**src/rtl/arm_pkg.sv**
```systemverilog
package arm_pkg;
  typedef enum logic [1:0] {
    ST_IDLE    = 2'd0,
    ST_COLLECT = 2'd1,
    ST_DRAIN   = 2'd2
  } arm_state_e;
endpackage

```
**src/rtl/arm_pattern_bank.sv**
```systemverilog
module arm_pattern_bank #(
  parameter int NPAT   = 16,
  parameter int NLYR   = 8,
  parameter int SS_W   = 8,
  parameter int PIDX_W = 4,
  parameter int LYR_W  = 3
) (
  input  logic              clk,
  input  logic              rst_n,
  input  logic              wr_en,
  input  logic [PIDX_W-1:0] wr_pat,
  input  logic [LYR_W-1:0]  wr_layer,
  input  logic [SS_W-1:0]   wr_ss,
  input  logic [LYR_W-1:0]  cmp_layer,
  input  logic [SS_W-1:0]   cmp_ss,
  output logic [NPAT-1:0]   cmp_hit
);
  for (genvar g = 0; g < NPAT; g++) begin : g_row
    logic [NLYR-1:0][SS_W-1:0] row;

    always_ff @(posedge clk or negedge rst_n) begin
      if (!rst_n) begin
        row <= '0;
      end else if (wr_en && (wr_pat == PIDX_W'(g))) begin
        row[wr_layer] <= wr_ss;
      end
    end

    // broadcast compare: every row sees the same super-strip
    assign cmp_hit[g] = (row[cmp_layer] == cmp_ss);
  end
endmodule

```
**src/rtl/arm_layer_flags.sv**
```systemverilog
module arm_layer_flags #(
  parameter int NPAT  = 16,
  parameter int NLYR  = 8,
  parameter int LYR_W = 3,
  parameter int CNT_W = 4
) (
  input  logic             clk,
  input  logic             rst_n,
  input  logic             set_en,
  input  logic [LYR_W-1:0] set_layer,
  input  logic [NPAT-1:0]  hit_vec,
  input  logic             clr,
  input  logic [CNT_W-1:0] thresh,
  output logic [NPAT-1:0]  fired
);
  for (genvar g = 0; g < NPAT; g++) begin : g_pat
    logic [NLYR-1:0] flg;

    always_ff @(posedge clk or negedge rst_n) begin
      if (!rst_n) begin
        flg <= '0;
      end else if (clr) begin
        flg <= '0;
      end else if (set_en && hit_vec[g]) begin
        flg[set_layer] <= 1'b1;
      end
    end

    assign fired[g] = ($countones(flg) >= int'(thresh));
  end
endmodule

```
**src/rtl/arm_road_emitter.sv**
```systemverilog
module arm_road_emitter #(
  parameter int NPAT   = 16,
  parameter int PIDX_W = 4
) (
  input  logic              clk,
  input  logic              rst_n,
  input  logic              load,
  input  logic [NPAT-1:0]   fired,
  input  logic              offer,
  input  logic              take,
  output logic [PIDX_W-1:0] idx,
  output logic              last,
  output logic              done
);
  logic [NPAT-1:0] pend;

  always_comb begin
    idx = '0;
    for (int i = NPAT - 1; i >= 0; i--) begin
      if (pend[i]) idx = PIDX_W'(i);
    end
  end

  assign last = ~|pend;
  assign done = offer && take && last;

  always_ff @(posedge clk or negedge rst_n) begin
    if (!rst_n) begin
      pend <= '0;
    end else if (load) begin
      pend <= fired;
    end else if (offer && take && !last) begin
      pend <= pend & (pend - NPAT'(1));
    end
  end
endmodule

```
**src/rtl/assoc_road_matcher.sv**
```systemverilog
module assoc_road_matcher #(
  parameter int NPAT   = 16,
  parameter int NLYR   = 8,
  parameter int SS_W   = 8,
  parameter int PIDX_W = $clog2(NPAT),
  parameter int LYR_W  = $clog2(NLYR),
  parameter int CNT_W  = $clog2(NLYR + 1)
) (
  input  logic              clk,
  input  logic              rst_n,
  input  logic              cfg_we,
  input  logic [PIDX_W-1:0] cfg_pat,
  input  logic [LYR_W-1:0]  cfg_layer,
  input  logic [SS_W-1:0]   cfg_ss,
  output logic              cfg_err,
  input  logic [CNT_W-1:0]  match_thresh,
  input  logic              hit_valid,
  output logic              hit_ready,
  input  logic [LYR_W-1:0]  hit_layer,
  input  logic [SS_W-1:0]   hit_ss,
  input  logic              hit_eoe,
  output logic              road_valid,
  input  logic              road_ready,
  output logic [PIDX_W-1:0] road_idx,
  output logic              road_eoe
);
  import arm_pkg::*;

  arm_state_e      state;
  logic [NLYR-1:0] closed;
  logic [NLYR-1:0] closed_nxt;
  logic [NLYR-1:0] lyr_bit;
  logic            hit_take;
  logic            hit_set;
  logic            last_end;
  logic            cfg_ok;
  logic            cfg_bad;
  logic [NPAT-1:0] cmp_hit;
  logic [NPAT-1:0] fired;
  logic [PIDX_W-1:0] enc_idx;
  logic            pend_empty;
  logic            ev_done;

  assign lyr_bit    = NLYR'(1) << hit_layer;
  assign hit_ready  = (state != ST_DRAIN);
  assign hit_take   = hit_valid && hit_ready;
  assign hit_set    = hit_take && !hit_eoe && !(|(closed & lyr_bit));
  assign closed_nxt = closed | ((hit_take && hit_eoe) ? lyr_bit : '0);
  assign last_end   = hit_take && hit_eoe && (&closed_nxt);
  assign cfg_ok     = cfg_we && (state == ST_IDLE);
  assign cfg_bad    = cfg_we && (state != ST_IDLE);

  always_ff @(posedge clk or negedge rst_n) begin
    if (!rst_n) begin
      state   <= ST_IDLE;
      closed  <= '0;
      cfg_err <= 1'b0;
    end else begin
      if (cfg_bad) cfg_err <= 1'b1;
      if (ev_done) closed <= '0;
      else         closed <= closed_nxt;
      unique case (state)
        ST_IDLE: begin
          if (last_end)      state <= ST_DRAIN;
          else if (hit_take) state <= ST_COLLECT;
        end
        ST_COLLECT: if (last_end) state <= ST_DRAIN;
        ST_DRAIN:   if (ev_done)  state <= ST_IDLE;
        default:    state <= ST_IDLE;
      endcase
    end
  end

  arm_pattern_bank #(
    .NPAT(NPAT), .NLYR(NLYR), .SS_W(SS_W), .PIDX_W(PIDX_W), .LYR_W(LYR_W)
  ) u_bank (
    .clk(clk), .rst_n(rst_n),
    .wr_en(cfg_ok), .wr_pat(cfg_pat), .wr_layer(cfg_layer), .wr_ss(cfg_ss),
    .cmp_layer(hit_layer), .cmp_ss(hit_ss), .cmp_hit(cmp_hit)
  );

  arm_layer_flags #(
    .NPAT(NPAT), .NLYR(NLYR), .LYR_W(LYR_W), .CNT_W(CNT_W)
  ) u_flags (
    .clk(clk), .rst_n(rst_n),
    .set_en(hit_set), .set_layer(hit_layer), .hit_vec(cmp_hit),
    .clr(ev_done), .thresh(match_thresh), .fired(fired)
  );

  arm_road_emitter #(
    .NPAT(NPAT), .PIDX_W(PIDX_W)
  ) u_emit (
    .clk(clk), .rst_n(rst_n),
    .load(last_end), .fired(fired),
    .offer(road_valid), .take(road_ready),
    .idx(enc_idx), .last(pend_empty), .done(ev_done)
  );

  assign road_valid = (state == ST_DRAIN);
  assign road_eoe   = pend_empty;
  assign road_idx   = pend_empty ? '0 : enc_idx;
endmodule

```
**config.mk**
```make
export PLATFORM = sky130hd
export DESIGN_NAME = assoc_road_matcher
export DESIGN_NICKNAME = d
export VERILOG_FILES = /design/src/rtl/arm_pkg.sv /design/src/rtl/arm_pattern_bank.sv /design/src/rtl/arm_layer_flags.sv /design/src/rtl/arm_road_emitter.sv /design/src/rtl/assoc_road_matcher.sv
export SDC_FILE = /design/constraint.sdc
export NUM_CORES = 2
export LEC_CHECK = 0
export BUFFER_PORTS_ARGS = -buffer_cell sky130_fd_sc_hd__buf_2
export CAP_MARGIN = 20
export CORE_MARGIN = 1.5
export CORE_UTILIZATION = 55
export DETAILED_ROUTE_END_ITERATION = 8
export HOLD_SLACK_MARGIN = 0.05
export PLACE_DENSITY = 0.71
export SYNTH_ARGS = -nofsm -noshare
export SYNTH_HDL_FRONTEND = slang
export SYNTH_SLANG_ARGS = --single-unit
```
**constraint.sdc**
```tcl
create_clock -name clk -period 4 [get_ports clk]
set_input_delay 0.4 -clock clk [delete_from_list [all_inputs] [get_ports clk]]
set_output_delay 0.4 -clock clk [all_outputs]
set_load 0.005 [all_outputs]
```
* Word level (Yosys, flattened, before mapping)
Index checks and enable logic that the tools add are counted.
Widths: inputs -> output; s select.
** Word-level totals
- Bits of input ports :: 36
- Flip-flop bits (word level) :: 1179
- Logic and storage cells :: 519
** Operators by class
- Reduce and logical (&&, ||, !) cells :: 71
- Equal/unequal tests :: 37
- Bitwise operators :: 19
- $add $sub $neg :: 113
- Shift-type cells :: 1
- Multiplexer cells :: 110
- $lt $le $gt $ge :: 20
** Operators with widths (count)
- $add 32x32->32 :: 48
- $bwmux 64 :: 16
- $ge 32x5->1 :: 16
- $mux 8 :: 51
- $bmux 8 s3 :: 16
- $or 8x8->8 :: 17
- $add 1x1->2 :: 64
- $eq 8x8->1 :: 16
- $mux 4 :: 17
- $logic_and 1x1->1 :: 44
- $reduce_bool 2->1 :: 18
- $eq 4x4->1 const B :: 8
- $mux 16 :: 2
- $demux 8 s3 :: 1
- $and 16x16->16 :: 1
- $eq 4x3->1 const B :: 4
- $reduce_or 16->1 :: 1
- $sub 16x1->16 const B :: 1
- $and 8x8->8 :: 1
- $eq 4x2->1 const B :: 2
- $lt 3x4->1 const B :: 2
- $mux 2 :: 4
- $reduce_and 8->1 :: 1
- $reduce_or 8->1 :: 1
- other kinds (14) :: 19

* Longest topological paths before layout
- Depth after elaboration :: 17
- Depth in mapped cells :: 13

* By module
A second synthesis with hierarchy kept.
** Unflattened totals
- Cells, all modules :: 4057
- Area total of the unflattened synthesis :: 58289.7 µm²
** By module, submodules not included
- arm_pattern_bank :: times used 1, area an instance 47803.3 µm², seq. area each 25624.6 µm², cells an instance 3031
- arm_layer_flags :: times used 1, area an instance 8872.3 µm², seq. area each 3203.1 µm², cells an instance 839
- arm_road_emitter :: times used 1, area an instance 927.1 µm², seq. area each 400.4 µm², cells an instance 115
- assoc_road_matcher :: times used 1, area an instance 686.9 µm², seq. area each 275.3 µm², cells an instance 72

* Least setup slack after synthesis
OpenSTA, ideal clock, no wires.
- Path type :: register to register
- Start :: reg u_flags.g_pat[15].flg[6]
- End :: reg u_emit.pend[15]
- Cell stages (with the launch flop) :: 12
- Library setup time :: 137 ps
- Path slack :: 863 ps
- Clock period less this slack :: 3137 ps
- Arrival time :: 3000 ps
- Path through :: dfrtp_1 ha_1 fa_1 inv_1 fa_1 inv_1 ha_1 fa_1 ha_1 a21o_1 a211oi_1 a21oi_1
** On the way
- Word-level cells in the longest chain between the ends :: 5
** RTL lines
- start: declaration :: RTL line arm_layer_flags.sv:17 : logic [NLYR-1:0] flg;
- start signal: assignment :: RTL line arm_layer_flags.sv:21 : flg <= '0;
- start signal: assignment :: RTL line arm_layer_flags.sv:23 : flg <= '0;
- start signal: indexed assignment :: RTL line arm_layer_flags.sv:25 : flg[set_layer] <= 1'b1;
- $add 1x1->2 (not written as such) :: RTL line arm_layer_flags.sv:29 : assign fired[g] = ($countones(flg) >= int'(thresh));
- $add 32x32->32 (not written as such) (2 in a row) :: RTL line arm_layer_flags.sv:29
- $ge 32x5->1 :: RTL line arm_layer_flags.sv:29
- $mux 16 :: RTL line arm_road_emitter.sv:30 : end else if (load) begin
- end signal: assignment :: RTL line arm_road_emitter.sv:31 : pend <= fired;
- end signal: assignment :: RTL line arm_road_emitter.sv:33 : pend <= pend & (pend - NPAT'(1));
- end: declaration :: RTL line arm_road_emitter.sv:15 : logic [NPAT-1:0] pend;
No other way between the ends.
A chain may end at the register's enable or synchronous reset.

* Final worst setup path
- Start :: reg closed[6]
- End :: reg u_flags.g_pat[8].flg[4]
** On the way
- Word-level cells in the longest chain between the ends :: 6
** RTL lines
- start: declaration :: RTL line assoc_road_matcher.sv:30 : logic [NLYR-1:0] closed;
- start signal: assignment :: RTL line assoc_road_matcher.sv:61 : else closed <= closed_nxt;
- $and 8x8->8 :: RTL line assoc_road_matcher.sv:47 : assign hit_set = hit_take && !hit_eoe && !(|(closed & lyr_bit));
- $reduce_or 8->1 :: RTL line assoc_road_matcher.sv:47
- $logic_not 1->1 :: RTL line assoc_road_matcher.sv:47
- $logic_and 1x1->1 :: RTL line assoc_road_matcher.sv:47
- $logic_and 1x1->1 :: RTL line arm_layer_flags.sv:24 : end else if (set_en && hit_vec[g]) begin
- $reduce_bool 2->1 (no source line)
- end signal: assignment :: RTL line arm_layer_flags.sv:21
- end signal: assignment :: RTL line arm_layer_flags.sv:23
- end signal: indexed assignment :: RTL line arm_layer_flags.sv:25
- end: declaration :: RTL line arm_layer_flags.sv:17
No other way between the ends.

==> flow_summary.ini <==
[outcome]
outcome = finished, final reports clean

[routing]
wl_mm = 164.1
vias_per_cell = 6.376
wl_per_cell_microns = 27.53
ant_nets = 0
drc_errors = 0
dr_total_vias = 38000
first_pass_iters = 8
drtIter0Drc = 3565

[finish]
fin_nets = 4721
stdcell_count = 5959
areaGrowthSynthToFinish_pct = 12.35
fill_cells = 8020
drive_gt1_share_pct = 37.68

[setup_path]
r2r_cells = 9
crit_family = compound AO/OA/AOI/OAI gates
path_buf_inv = 2
r2r_slack_ns = 0.26
arrival_ns = 4.42
reg2reg_to = u_flags.g_pat[8].flg[4]$_DFFE_PN0P_
cp_max_fo = 9
cp-end-kind = flop
crit_slowest_cell = a2111o_1
cp.required_ns = 4.67
cp.depth = 9
worstPathCellList = mux2_1 > mux4_2 > a2111o_1 > buf_4 > a2111oi_0 > nor4b_4 > buf_4 > and2_1 > o21a_1
start_kind = flop
reg2reg_from = closed[6]$_DFF_PN0_
cpPeakStageDelay_ns = 0.80
critPathKind = reg2reg
cp_common_cell = buf_4

[yosys]
synth_edf_count = 0
yosysWarnings = 0
syn-num-nets = 4608
synth_area_sq_um = 58170
yosys-top-cells-area = dfrtp_1 51%, mux2_2 21%, mux4_2 4.1%
synth-seq-cells = 1179
synth.most_common_cell = dfrtp_1
synth_common_cells = 1179 x dfrtp_1, 1102 x mux2_2, 193 x nand2_1
synth_cells = 4348
synth.top_cell.area_share_pct = 50.72
syn_area_per_cell_sq_um = 13.38
yosysSeqAreaShare_pct = 50.72
synthArstFlopShare_pct = 100.0
synth_cell_types = 72
synth_flop_cell = dfrtp_1
yosys.area.top_type = dfrtp_1

[floorplan]
ios = 44
die_h_microns = 328.2
die_x_microns = 328.2
die-area_sq_um = 107700
rows = 119
core_sq_um = 105100
initial_utilization_pct = 55.34

[timing]
finalHoldViolCount = 0
fin_hold_ws_ns = 0.2711
rsz0062_at_grt = no
relSlewSlack_pct = 26.45
setup_ws_ns = 0.2569
period_share_pct = 93.58
tightest_slew_ns = 1.095
tns_ns = 0
fin_worst_skew_ns = 0.02513
min_period_ns = 3.743
clock.fmax_mhz = 267.2
finalSetupViolations = 0
maxSlewViolCount = 0

[run]
drv_cap = 0

[worst_hold_path]
holdPathStages = 5
worstHoldStart = hit_eoe
hold_path_end = closed[0]$_DFF_PN0_
hp-class = in2reg

[clock_tree]
cts_setup_buffers = 0
ctsResizeCount = 0
cts_tree = done
clk_latency_ns = 0.75
htreeDepth = 4
cts_num_sinks = 1179
clock_path_buffers = 3
hold_buffers = 4
root_buffer = clkbuf_16
cts.clk_slew.worst_paths_ns = 0.06
cts_buffers = 130

[place]
place_hpwl_mm = 105.8
preCtsSetupSlack_ns = 0.04788
place_inst = 5716
gp_congestion = 0.8825
io_buffers = 43

[power_and_ir_drop]
power_density_nw_per_um2 = 404.8
p_int_mw = 19.97
power_frac_clock_pct = 46.2
switching_share_pct = 24.53
ir_drop_uv = 357.3
p_comb_share_pct = 7.7
p_total_mw = 26.46
power.net_switching_mw = 6.490
power_frac_seq_pct = 46.1
p_leak_nw = 32.44

[global_route]
grt_pass1_wl_mm = 250.4
grt_pass1_vias = 39260
grt_max_degree = 126
grt-ovfl-total = 0
track_usage_pct = 30.99
antenna_found_initial = 8
worst max-delay path by stage:
stage | from | end | slack (ns)
2_1_floorplan | u_flags.g_pat[15].flg[6]$_DFFE_PN0P_ | u_emit.pend[15]$_DFFE_PN0P_ | 0.86
3_3_place_gp | hit_layer[2] | u_flags.g_pat[8].flg[4]$_DFFE_PN0P_ | 0.15
3_5_place_dp | hit_layer[2] | u_flags.g_pat[8].flg[4]$_DFFE_PN0P_ | 0.05
4_1_cts | closed[6]$_DFF_PN0_ | u_flags.g_pat[8].flg[4]$_DFFE_PN0P_ | 0.31
5_1_grt | closed[6]$_DFF_PN0_ | u_flags.g_pat[8].flg[4]$_DFFE_PN0P_ | 0.1
6_report | closed[6]$_DFF_PN0_ | u_flags.g_pat[8].flg[4]$_DFFE_PN0P_ | 0.26
worst reg2reg max path, stage by stage, from the launching register on:
cell and delay (ns):
dfrtp_1 0.40, mux2_1 0.30, mux4_2 0.52, a2111o_1 0.80, buf_4 0.33, a2111oi_0 0.34
nor4b_4 0.50, buf_4 0.25, and2_1 0.15, o21a_1 0.11
area by class of cell:
class                           count  area [sq um]  area share (%)
Multi-Input combinational cell   2723         26890           41.14
Sequential cell                  1179         29500           45.14
Clock inverter                     40         485.5          0.7428
Tap cell                         1391          1740           2.663
Inverter                          159         599.3          0.9170
Timing Repair Buffer              268          2245           3.434
Antenna cell                        3         7.507         0.01149
Clock buffer                      196          3886           5.946
power groups by stage:
stage	combinational [mW]	clock, mW	sequential, mW
2_1_floorplan	1.07	0	12.4
3_3_place_gp	1.99	0	12.4
3_5_place_dp	2.01	0	12.4
4_1_cts	2.03	12.4	12.2
5_1_grt	2.18	12.8	12.2
6_report	2.04	12.2	12.2
registers in the layout (all words and copies together), names as in the netlist:
register and count:
u_flags.g_pat.flg 128, state 2, closed 8, u_bank.g_row.row 1024, cfg_err 1, u_emit.pend 16
cells by family after synthesis:
| group | Yosys count | share of synthesized area [%] |
|---|---|---|
| mux | 1328 | 27.53 |
| flops | 1179 | 50.72 |
| compound gates | 540 | 6.881 |
| simple gates | 512 | 4.220 |
| buf+inv | 446 | 3.218 |
| fa+ha+maj | 224 | 5.644 |
| xor+xnor | 119 | 1.792 |
cells in the final DEF, fill, tap and decap left out, types with 8 or more instances in the layout:
master        n
buf_12       20
a22o_1       69
o2bb2ai_1     8
inv_6         8
nand2b_1     30
fa_1         64
mux4_2      107
nor3_1       23
o221ai_1     11
clkbuf_8     30
mux2_2     1102
a221o_1      27
clkbuf_1     32
clkinv_2     20
o21ai_0      84
nor4_1       12
ha_1        160
buf_2        31
and3_1        8
a221oi_1     98
clkbuf_16   134
a22oi_1      43
a21oi_1      48
nand4_1      12
buf_4       208
inv_1       154
nand3_1      32
dfrtp_1    1179
o21ai_1      21
o22ai_1      33
mux2i_1     116
xor2_1       42
nor2_1      127
a21o_1       34
nand2_1     192
a211oi_1     16
xnor2_1      77
bufinv_16     8
per-layer routing:
metal | wire [microns] | up-vias | track usage [%]
met3 | 12570 | 364 | 6.540
met2 | 76170 | 1447 | 48.87
met5 | 172 | - | 0.7098
met4 | 6155 | 12 | 11.57
li1 | - | 16110 | -
met1 | 68990 | 20070 | 42.33
per-stage QoR:
| stage | utilization [%] | cell area, sq um |
|---|---|---|
| 2_1_floorplan | - | 58170 |
| 3_3_place_gp | 57.94 | 60900 |
| 3_5_place_dp | 57.97 | 60940 |
| 4_1_cts | 62.17 | 65350 |
| 5_1_grt | 62.17 | 65360 |
| 6_report | 62.18 | 65360 |
Note: power is estimated with default switching activity, not from simulation.
